$ cat config.mk
export PLATFORM = sky130hd
export DESIGN_NAME = line_clamp_gen
export DESIGN_NICKNAME = d
export VERILOG_FILES = /design/src/rtl/line_clamp_pkg.sv /design/src/rtl/lc_sync_edge.sv /design/src/rtl/lc_cfg_regs.sv /design/src/rtl/lc_window_ctr.sv /design/src/rtl/line_clamp_gen.sv
export SDC_FILE = /design/constraint.sdc
export NUM_CORES = 1
export LEC_CHECK = 0
export CELL_PAD_IN_SITES_DETAIL_PLACEMENT = 0
export CELL_PAD_IN_SITES_GLOBAL_PLACEMENT = 1
export CORE_ASPECT_RATIO = 1.5
export CORE_MARGIN = 2
export CORE_UTILIZATION = 40
export CTS_BUF_LIST = sky130_fd_sc_hd__clkbuf_16
export CTS_CLUSTER_DIAMETER = 40
export CTS_CLUSTER_SIZE = 16
export DETAILED_ROUTE_END_ITERATION = 8
export DONT_BUFFER_PORTS = 1
export GPL_ROUTABILITY_DRIVEN = 0
export PLACE_DENSITY_LB_ADDON = 0.1
export SLEW_MARGIN = 20
export SYNTH_ARGS = -nofsm -noshare
export SYNTH_HDL_FRONTEND = slang
export SYNTH_SLANG_ARGS = --single-unit
$ cat constraint.sdc
create_clock -name clk_pix -period 3.4 [get_ports clk_pix]
set_input_delay 0.85 -clock clk_pix [delete_from_list [all_inputs] [get_ports clk_pix]]
set_output_delay 0.85 -clock clk_pix [all_outputs]
set_load 0.01 [all_outputs]
$ cat src/rtl/line_clamp_pkg.sv
package line_clamp_pkg;
  typedef enum logic [1:0] {
    WIN_IDLE  = 2'd0,
    WIN_WAIT  = 2'd1,
    WIN_CLAMP = 2'd2
  } win_state_t;

  localparam int unsigned ADR_PLACE = 0;
  localparam int unsigned ADR_DUR   = 1;
  localparam int unsigned ADR_CTRL  = 2;

  localparam int unsigned CB_EXT_MODE = 0;
  localparam int unsigned CB_EXT_POL  = 1;
  localparam int unsigned CB_SYNC_POL = 2;
  localparam int unsigned CB_RED_MID  = 3;
  localparam int unsigned CB_BLU_MID  = 4;
  localparam int unsigned CTRL_W      = 5;
endpackage

$ cat src/rtl/lc_sync_edge.sv
module lc_sync_edge (
  input  logic clk,
  input  logic rst_n,
  input  logic hsync_async,
  input  logic sync_active_low,
  output logic trail_o
);
  logic s1_q, s2_q, s3_q;

  always_ff @(posedge clk or negedge rst_n) begin
    if (!rst_n) begin
      s1_q <= 1'b0;
      s2_q <= 1'b0;
      s3_q <= 1'b0;
    end else begin
      s1_q <= hsync_async;
      s2_q <= s1_q;
      s3_q <= s2_q;
    end
  end

  // trailing edge: was active, now inactive
  assign trail_o = (s3_q ^ sync_active_low) & ~(s2_q ^ sync_active_low);
endmodule

$ cat src/rtl/lc_cfg_regs.sv
module lc_cfg_regs
  import line_clamp_pkg::*;
#(
  parameter int unsigned CNT_W     = 8,
  parameter int unsigned ADDR_W    = 2,
  parameter int unsigned PLACE_RST = 8,
  parameter int unsigned DUR_RST   = 20
) (
  input  logic              clk,
  input  logic              rst_n,
  input  logic              we,
  input  logic [ADDR_W-1:0] addr,
  input  logic [CNT_W-1:0]  wdata,
  input  logic              trail_i,
  output logic [CNT_W-1:0]  plc_o,
  output logic [CNT_W-1:0]  dur_o,
  output logic [CTRL_W-1:0] ctrl_o
);
  logic [CNT_W-1:0]  plc_stg, dur_stg, plc_act, dur_act;
  logic [CTRL_W-1:0] ctrl_q;

  always_ff @(posedge clk or negedge rst_n) begin
    if (!rst_n) begin
      plc_stg <= CNT_W'(PLACE_RST);
      dur_stg <= CNT_W'(DUR_RST);
      ctrl_q  <= '0;
    end else if (we) begin
      if (addr == ADDR_W'(ADR_PLACE)) plc_stg <= wdata;
      if (addr == ADDR_W'(ADR_DUR))   dur_stg <= wdata;
      if (addr == ADDR_W'(ADR_CTRL))  ctrl_q  <= wdata[CTRL_W-1:0];
    end
  end

  always_ff @(posedge clk or negedge rst_n) begin
    if (!rst_n) begin
      plc_act <= CNT_W'(PLACE_RST);
      dur_act <= CNT_W'(DUR_RST);
    end else if (trail_i) begin
      plc_act <= plc_stg;
      dur_act <= dur_stg;
    end
  end

  // at a trailing edge the counter loads the staged values directly
  assign plc_o  = trail_i ? plc_stg : plc_act;
  assign dur_o  = trail_i ? dur_stg : dur_act;
  assign ctrl_o = ctrl_q;


  working_set_hold_chk: assert property (@(posedge clk) disable iff (!rst_n)
    !trail_i |=> ($stable(plc_act) && $stable(dur_act)));
endmodule

$ cat src/rtl/lc_window_ctr.sv
module lc_window_ctr
  import line_clamp_pkg::*;
#(
  parameter int unsigned CNT_W = 8
) (
  input  logic             clk,
  input  logic             rst_n,
  input  logic             trail_i,
  input  logic [CNT_W-1:0] plc_i,
  input  logic [CNT_W-1:0] dur_i,
  output logic             clamp_o
);
  win_state_t       state_q;
  logic [CNT_W-1:0] cnt_q;

  always_ff @(posedge clk or negedge rst_n) begin
    if (!rst_n) begin
      state_q <= WIN_IDLE;
      cnt_q   <= '0;
    end else if (trail_i) begin
      if (plc_i != '0) begin
        state_q <= WIN_WAIT;
        cnt_q   <= plc_i;
      end else if (dur_i != '0) begin
        state_q <= WIN_CLAMP;
        cnt_q   <= dur_i;
      end else begin
        state_q <= WIN_IDLE;
        cnt_q   <= '0;
      end
    end else begin
      case (state_q)
        WIN_WAIT: begin
          if (cnt_q == CNT_W'(1)) begin
            state_q <= (dur_i != '0) ? WIN_CLAMP : WIN_IDLE;
            cnt_q   <= dur_i;
          end else begin
            cnt_q <= cnt_q - CNT_W'(1);
          end
        end
        WIN_CLAMP: begin
          if (cnt_q == CNT_W'(1)) begin
            state_q <= WIN_IDLE;
            cnt_q   <= '0;
          end else begin
            cnt_q <= cnt_q - CNT_W'(1);
          end
        end
        default: begin
          state_q <= WIN_IDLE;
          cnt_q   <= '0;
        end
      endcase
    end
  end

  assign clamp_o = (state_q == WIN_CLAMP);


  restart_drops_strobe_chk: assert property (@(posedge clk) disable iff (!rst_n)
    (trail_i && plc_i != '0) |=> !clamp_o);

  zero_place_immediate_chk: assert property (@(posedge clk) disable iff (!rst_n)
    (trail_i && plc_i == '0 && dur_i != '0) |=> clamp_o);

  zero_dur_silent_chk: assert property (@(posedge clk) disable iff (!rst_n)
    (trail_i && dur_i == '0) |=> !clamp_o);

  strobe_needs_count_chk: assert property (@(posedge clk) disable iff (!rst_n)
    (clamp_o && !trail_i && cnt_q == CNT_W'(1)) |=> !clamp_o);
endmodule

$ cat src/rtl/line_clamp_gen.sv
module line_clamp_gen
  import line_clamp_pkg::*;
#(
  parameter int unsigned CNT_W     = 8,
  parameter int unsigned ADDR_W    = 2,
  parameter int unsigned CODE_W    = 8,
  parameter int unsigned PLACE_RST = 8,
  parameter int unsigned DUR_RST   = 20
) (
  input  logic              clk_pix,
  input  logic              rst_n,
  input  logic              hsync_in,
  input  logic              ext_clamp_in,
  input  logic              cfg_we,
  input  logic [ADDR_W-1:0] cfg_addr,
  input  logic [CNT_W-1:0]  cfg_wdata,
  output logic              clamp_out,
  output logic [CODE_W-1:0] code_red,
  output logic [CODE_W-1:0] code_grn,
  output logic [CODE_W-1:0] code_blu
);
  localparam logic [CODE_W-1:0] CODE_MID = CODE_W'(1) << (CODE_W - 1);
  localparam logic [CODE_W-1:0] CODE_BOT = '0;

  logic              trail;
  logic [CNT_W-1:0]  plc_eff, dur_eff;
  logic [CTRL_W-1:0] ctrl;
  logic              int_clamp;

  lc_sync_edge i_sync (
    .clk            (clk_pix),
    .rst_n          (rst_n),
    .hsync_async    (hsync_in),
    .sync_active_low(ctrl[CB_SYNC_POL]),
    .trail_o        (trail)
  );

  lc_cfg_regs #(
    .CNT_W(CNT_W), .ADDR_W(ADDR_W), .PLACE_RST(PLACE_RST), .DUR_RST(DUR_RST)
  ) i_regs (
    .clk    (clk_pix),
    .rst_n  (rst_n),
    .we     (cfg_we),
    .addr   (cfg_addr),
    .wdata  (cfg_wdata),
    .trail_i(trail),
    .plc_o  (plc_eff),
    .dur_o  (dur_eff),
    .ctrl_o (ctrl)
  );

  lc_window_ctr #(.CNT_W(CNT_W)) i_win (
    .clk    (clk_pix),
    .rst_n  (rst_n),
    .trail_i(trail),
    .plc_i  (plc_eff),
    .dur_i  (dur_eff),
    .clamp_o(int_clamp)
  );

  always_comb begin
    if (ctrl[CB_EXT_MODE])
      clamp_out = ctrl[CB_EXT_POL] ? ext_clamp_in : ~ext_clamp_in;
    else
      clamp_out = int_clamp;
  end

  assign code_red = ctrl[CB_RED_MID] ? CODE_MID : CODE_BOT;
  assign code_blu = ctrl[CB_BLU_MID] ? CODE_MID : CODE_BOT;
  assign code_grn = CODE_BOT;


  internal_path_chk: assert property (@(posedge clk_pix) disable iff (!rst_n)
    !ctrl[CB_EXT_MODE] |-> (clamp_out == int_clamp));
endmodule

==> flow_metrics.py, run 1 <==
metrics = {
    "clock_network": {
        "numCtsBuffers": 5,
        "clock_sinks": 44,
        "cts_tree": "yes",
        "clk_path_buf_depth": 2,
        "cts_resized": 0,
        "post_cts_buffers": 0,
        "cts-htree-levels": 2,
        "clk_pin_slew_ns": 0.06,
        "cts-root-buf": "clkbuf_16",
        "postCtsHoldBufs": 0,
        "clk_latency_ns": 0.28,
    },
    "global_route": {
        "overflow": 0,
        "grtUsageMet2_pct": 29.38,
        "met3_usage_pct": 3.476,
        "grt_pass1_vias": 1639,
        "grt_use_met1_pct": 20.96,
        "antenna_found_initial": 0,
        "grt_pass1_wl_mm": 8.390,
        "grt_max_degree": 45,
        "gr-max-usage-layer": "met2",
        "grt_usage_pct": 17.14,
    },
    "logic_synthesis": {
        "synth.area.top_cells": "dfrtp_1 (42%), buf_4 (8.4%), mux2_1 (5.8%)",
        "synth-simple-area-share_pct": 16.55,
        "yosysMostFrequentCell": "dfrtp_1",
        "synth.area.mux_share_pct": 11.57,
        "synth_cell_types": 43,
        "syn_inst": 217,
        "synth_flop_cell": "dfrtp_1",
        "synth_area_leader_cell": "dfrtp_1",
        "yosys_warnings": 0,
        "synth_common_cells": "dfrtp_1 (39), buf_4 (26), o21ai_1 (16), nand2_1 (15)",
        "synth_top_area_share_pct": 41.78,
        "synthAdderAreaFrac_pct": 2.142,
        "synth_area_um2": 2336,
        "postSynthAreaPerCell_um2": 10.76,
        "ys_seq_elements": 44,
        "synth_compound_area_share_pct": 8.623,
        "synth_top_family_by_area": "simple AND/OR/NAND/NOR gates",
        "synth_edf_count": 0,
        "ys_seq_area_share_pct": 47.40,
        "synth_xor_area_share_pct": 1.875,
        "async_flop_share_pct": 100.0,
    },
    "timing": {
        "finalHoldViolCount": 0,
        "period_needed_ns": 2.229,
        "fin_tns_setup_ns": 0,
        "worst_slew_pin_slew_ns": 0.9011,
        "rsz0062_at_grt": "false",
        "relSlewSlack_pct": 39.70,
        "setup_slack_ns": 1.171,
        "drv_slew": 0,
        "setup_viol": 0,
        "max_freq_mhz": 448.7,
        "timing.final.crit_share_pct": 65.55,
        "skew_ns": 0.007387,
    },
    "drt": {
        "drt-pass1-iter-count": 5,
        "vias": 1516,
        "wl_per_cell_um": 17.00,
        "postRouteAntennaNets": 0,
        "finalWirelength_mm": 4.896,
        "drt_first_iter_violations": 47,
        "viasPerCell": 5.264,
        "post-route-drc-count": 0,
    },
    "power": {
        "power_density_nw_per_um2": 661.3,
        "ir_drop_v": 0.0003027,
        "leakage_nw": 1.035,
    },
    "floorplan": {
        "die_h_um": 97.60,
        "die_area_um2": 6480,
        "core_area_um2": 5700,
        "die_w_um": 66.40,
        "initial_core_util_pct": 40.98,
        "rows": 34,
        "ios": 40,
    },
    "setup_path": {
        "startpoint_type": "register",
        "crit_required_ns": 3.61,
        "path_cells": "and3b_1 > nor2_1 > and4b_1 > a221oi_1 > o21ai_1",
        "crit_fanout": 15,
        "crit_type": "reg -> reg",
        "end_kind": "register",
        "worstPathArrival_ns": 2.44,
        "cpPeakStageDelay_ns": 0.70,
        "critPathSlowestCell": "nor2_1",
    },
    "place": {
        "port_buffers": 0,
        "place_ws_ns": 1.164,
        "dp_hpwl_mm": 3.830,
    },
    "layout": {
        "synthToLayoutAreaGrowth_pct": 4.124,
        "fillCellCount": 588,
        "nets": 234,
        "antennaDiodeCount": 0,
        "drive_above_1_share_pct": 14.35,
    },
    "status": {
        "status": "finished, final reports clean",
    },
    "hold_path": {
        "worstHoldPathType": "in -> async",
    },
    "flow_run": {
        "cap_violations": 0,
    },
}
[cell families after synthesis]
logic type               count (synthesis)
AND/OR/NAND/NOR                         62
buffers and inverters                   44
XOR/XNOR                                 5
adder cells (fa/ha/maj)                  4
AO/OA/AOI/OAI                           33
other                                    1
flip-flops                              44
multiplexers                            24
[worst max-delay path: cells and delay by family (launching register included)]
kind               cells  cell delay, ns
DFF                    1            0.48
and+or+nand+nor        3            1.44
AOI/OAI and AO/OA      2            0.24
[cell type report]
type	count	area (µm²)	share of cell area (%)
clock buffers	5	125.1	5.144
clock inverters	3	15.01	0.6173
inverters	12	45.04	1.852
multi-input cells	150	1035	42.54
flip-flops and latches	44	1107	45.52
well taps	72	90.09	3.704
repair buffers	2	15.01	0.6173
[through the flow]
stage,area (µm²),total power [W],hold WS [ns],utilization [%],cells
global placement,2292,0.001150,0.3370,40.21,280
floorplan,2415,0.001066,0.3312,-,238
CTS,2432,0.001621,0.2542,42.67,288
finish,2432,0.001609,0.2606,42.67,288
detailed placement,2292,0.001160,0.3371,40.21,280
global route,2432,0.001708,0.2470,42.67,288
[worst paths after layout]
| kind | from | end | slack [ns] | depth (start not counted) |
|---|---|---|---|---|
| worst max-delay path | i_regs.ctrl_o[2]$_DFFE_PN0P_ | i_win.cnt_q[0]$_DFF_PN0_ | 1.17 | 5 |
| worst min-delay path | rst_n | i_regs.plc_act[4]$_DFF_PN0_ | 0.26 | 0 |
| worst max register to register | i_regs.ctrl_o[2]$_DFFE_PN0P_ | i_win.cnt_q[0]$_DFF_PN0_ | 1.17 | 5 |
| worst min register to register | i_sync.s1_q$_DFF_PN0_ | i_sync.s2_q$_DFF_PN0_ | 0.35 | 0 |
| max in group asynchronous | rst_n | i_regs.dur_stg[2]$_DFFE_PN1P_ | 2.95 | 0 |
| min in group clk_pix | i_sync.s1_q$_DFF_PN0_ | i_sync.s2_q$_DFF_PN0_ | 0.35 | 0 |
[cells in the final DEF (no fill, tap or decap), types with 5 or more instances in the layout]
cell type and count:
xnor2_1 5, nand2_1 15, dfrtp_1 39, dfstp_2 5, mux2_2 12, o21ai_1 16, nand4_1 5, nor3_1 5
inv_1 13, nor2_1 5, conb_1 22, mux2_1 12, clkbuf_16 5
[registers in the layout (all words and copies together) (netlist names), 2 cells and up]
| register | count |
|---|---|
| i_regs.dur_act | 8 |
| i_regs.dur_stg | 8 |
| i_regs.plc_stg | 8 |
| i_win.cnt_q | 8 |
| i_regs.ctrl_o | 5 |
| i_regs.plc_act | 2 |
| i_win.state_q | 2 |
[power breakdown]
group | internal (W) | total [W] | leakage, nW | switching (W)
clock | 0.000267 | 0.000461 | 0.0687 | 0.000194
combinational | 0.000182 | 0.000376 | 0.435 | 0.000194
sequential | 0.000653 | 0.000771 | 0.531 | 0.000118
total | 0.00110 | 0.00161 | 1.03 | 0.000506
[metal layers]
| metal | wire, µm | share of wire (%) | vias to the layer above |
|---|---|---|---|
| li1 | - | - | 714 |
| met1 | 1918 | 39 | 743 |
| met2 | 2615 | 53 | 49 |
| met3 | 233 | 4.8 | 10 |
| met4 | 129 | 2.6 | 0 |
| met5 | 0 | 0 | - |
No activity file was read; power rests on OpenSTA's default activity.
==> inputs of run 2 (changes only) <==
- clock period: 3.4 -> 1.85 ns (I/O delays scaled with it)
==> run 2 against run 1 <==
Against the previous run: critical path depth rose by 3; clock skew fell by 0.0028 ns; maximum frequency rose by 21%; setup slack got worse by 1.2 ns; flip-flop and latch count did not move; register-to-register slack got worse by 1.2 ns; global-route usage rose by 0.44 points; clock power rose by 120%; largest cell class unchanged; final area rose by 12%; combinational power rose by 130%; first-iteration DRC count fell by 30%.
==> flow_metrics.py, run 2 (same netlist as run 1, synthesis figures left out) <==
metrics = {
    "status": {
        "status": "finished, final reports clean",
    },
    "floorplan": {
        "ios": 40,
        "die_area_um2": 6480,
        "die_w_um": 66.40,
        "core_area_um2": 5700,
        "rows": 34,
        "die_h_um": 97.60,
        "initial_core_util_pct": 40.98,
    },
    "clock_network": {
        "cts-htree-levels": 2,
        "clk_pin_slew_ns": 0.06,
        "numCtsBuffers": 5,
        "cts_tree": "yes",
        "clk_path_buf_depth": 2,
        "clock_sinks": 44,
        "clk_latency_ns": 0.28,
        "cts-root-buf": "clkbuf_16",
    },
    "layout": {
        "fillCellCount": 540,
        "synthToLayoutAreaGrowth_pct": 16.34,
        "nets": 256,
        "fin_util_pct": 47.67,
        "layout_commonest_cell": "dfrtp_1",
        "antennaDiodeCount": 0,
        "design_area_um2": 2718,
        "drive_above_1_share_pct": 27.31,
        "mostFrequentLayoutCells": "dfrtp_1 (39), conb_1 (22), buf_4 (21), o21ai_1 (16), nand2_1 (15)",
    },
    "setup_path": {
        "cpPeakStageDelay_ns": 0.57,
        "path_cells": "inv_2 > ha_4 > nor2_4 > or4_4 > buf_4 > nor3_1 > a221oi_1 > o21ai_1",
        "crit_type": "reg -> reg",
        "end_kind": "register",
        "critPathBufInv": 2,
        "crit_family": "simple AND/OR/NAND/NOR gates",
        "crit_required_ns": 2.06,
        "critPathSlowestCell": "or4_4",
        "worstPathArrival_ns": 2.06,
        "crit_fanout": 4,
        "startpoint_type": "register",
    },
    "drt": {
        "wl_met3_um": 166,
        "top_layer": "met4",
        "wl_met2_mm": 2.900,
        "post-route-drc-count": 0,
        "vias": 1573,
        "drt-pass1-iter-count": 4,
        "postRouteAntennaNets": 0,
        "wl_per_cell_um": 16.64,
        "wl_met1_mm": 2.013,
        "finalWirelength_mm": 5.157,
        "viasPerCell": 5.074,
        "drt_first_iter_violations": 33,
    },
    "timing": {
        "setup_viol": 0,
        "finalHoldViolCount": 0,
        "rsz0062_at_grt": "true",
        "max_freq_mhz": 541.5,
        "drv_slew": 0,
        "timing.final.crit_share_pct": 99.83,
        "period_needed_ns": 1.847,
        "skew_ns": 0.004588,
    },
    "global_route": {
        "antenna_found_initial": 0,
        "grt_max_degree": 40,
        "grt_pass1_wl_mm": 8.542,
        "overflow": 0,
        "grt_usage_pct": 17.58,
        "grt_pass1_vias": 1647,
    },
    "power": {
        "leakage_nw": 1.178,
        "power_density_nw_per_um2": 1196,
        "ir_drop_v": 0.0005739,
    },
    "place": {
        "dp_hpwl_mm": 3.977,
        "port_buffers": 0,
        "dpl_cell_area_um2": 2435,
    },
    "hold_path": {
        "worstHoldPathType": "in -> async",
    },
    "flow_run": {
        "cap_violations": 0,
    },
}
-- run 2: changes by cell type in the layout (fill, tap and decap cells not counted), sizes merged --
cell,before,now
inv,13,12
clkinvlp,1,0
buf,2,24
bufinv,0,1
clkinv,1,2
-- run 2: final timing paths --
kind                       depth (start not counted)                    startpoint                           to  slack [ns]
hold / removal                                     0                         rst_n  i_regs.dur_act[4]$_DFF_PN1_        0.02
setup / recovery                                   8  i_win.state_q[1]$_DFFE_PN0P_     i_win.cnt_q[0]$_DFF_PN0_       0.003
max in group asynchronous                          1                         rst_n     i_win.cnt_q[4]$_DFF_PN0_        1.64
hold reg to reg                                    0         i_sync.s1_q$_DFF_PN0_        i_sync.s2_q$_DFF_PN0_        0.36
setup reg to reg                                   8  i_win.state_q[1]$_DFFE_PN0P_     i_win.cnt_q[0]$_DFF_PN0_       0.003
min in group clk_pix                               0                      hsync_in        i_sync.s1_q$_DFF_PN0_        0.21
-- run 2: final cells by class --
type / count / area, µm² / area share (%)
Inverter: 12 / 45.04 / 1.657
Multi-Input combinational cell: 150 / 1107 / 40.75
Tap cell: 72 / 90.09 / 3.315
Clock buffer: 5 / 125.1 / 4.604
Clock inverter: 3 / 42.54 / 1.565
Sequential cell: 44 / 1107 / 40.75
Timing Repair Buffer: 24 / 200.2 / 7.366
-- run 2: metrics by stage --
| step | power, W | setup WS [ns] | hold WS, ns | std cells | setup TNS (ns) |
|---|---|---|---|---|---|
| 2_1_floorplan | 0.001959 | 0.02351 | 0.1669 | 238 | 0 |
| 3_3_place_gp | 0.002168 | -0.01133 | 0.1679 | 299 | -0.01938 |
| 3_5_place_dp | 0.002185 | -0.02164 | 0.1678 | 299 | -0.05192 |
| 4_1_cts | 0.003218 | 0.02476 | 0.009847 | 308 | 0 |
| 5_1_grt | 0.003440 | -0.06409 | 0.001594 | 310 | -0.2991 |
| 6_report | 0.003250 | 0.003207 | 0.01811 | 310 | 0 |
-- run 2: what timing repair did --
action,in CTS,in global routing
pin swaps,0,4
hold endpoints to repair,39,0
gates resized for setup,3,15
hold buffers,1,0
endpoints found under the setup margin,6,11
setup buffers,0,2
-- run 2: power breakdown --
part | leakage (nW) | switching (W) | internal [W]
combinational | 0.566 | 0.000425 | 0.000431
clock | 0.0814 | 0.000359 | 0.000634
sequential | 0.531 | 0.000201 | 0.00120
total | 1.18 | 0.000984 | 0.00227
-- run 2: routing by layer --
| metal | GRT usage [%] | vias up |
|---|---|---|
| li1 | - | 766 |
| met1 | 20.24 | 766 |
| met2 | 31.92 | 34 |
| met3 | 3.129 | 7 |
| met4 | 5.495 | 0 |
| met5 | 0 | - |
-- run 2: worst register-to-register path: stages (launching register included) --
cell      delay, ns
dfrtp_1        0.42
inv_2          0.09
ha_4           0.16
nor2_4         0.04
or4_4          0.57
buf_4          0.18
nor3_1         0.18
a221oi_1       0.07
o21ai_1        0.08
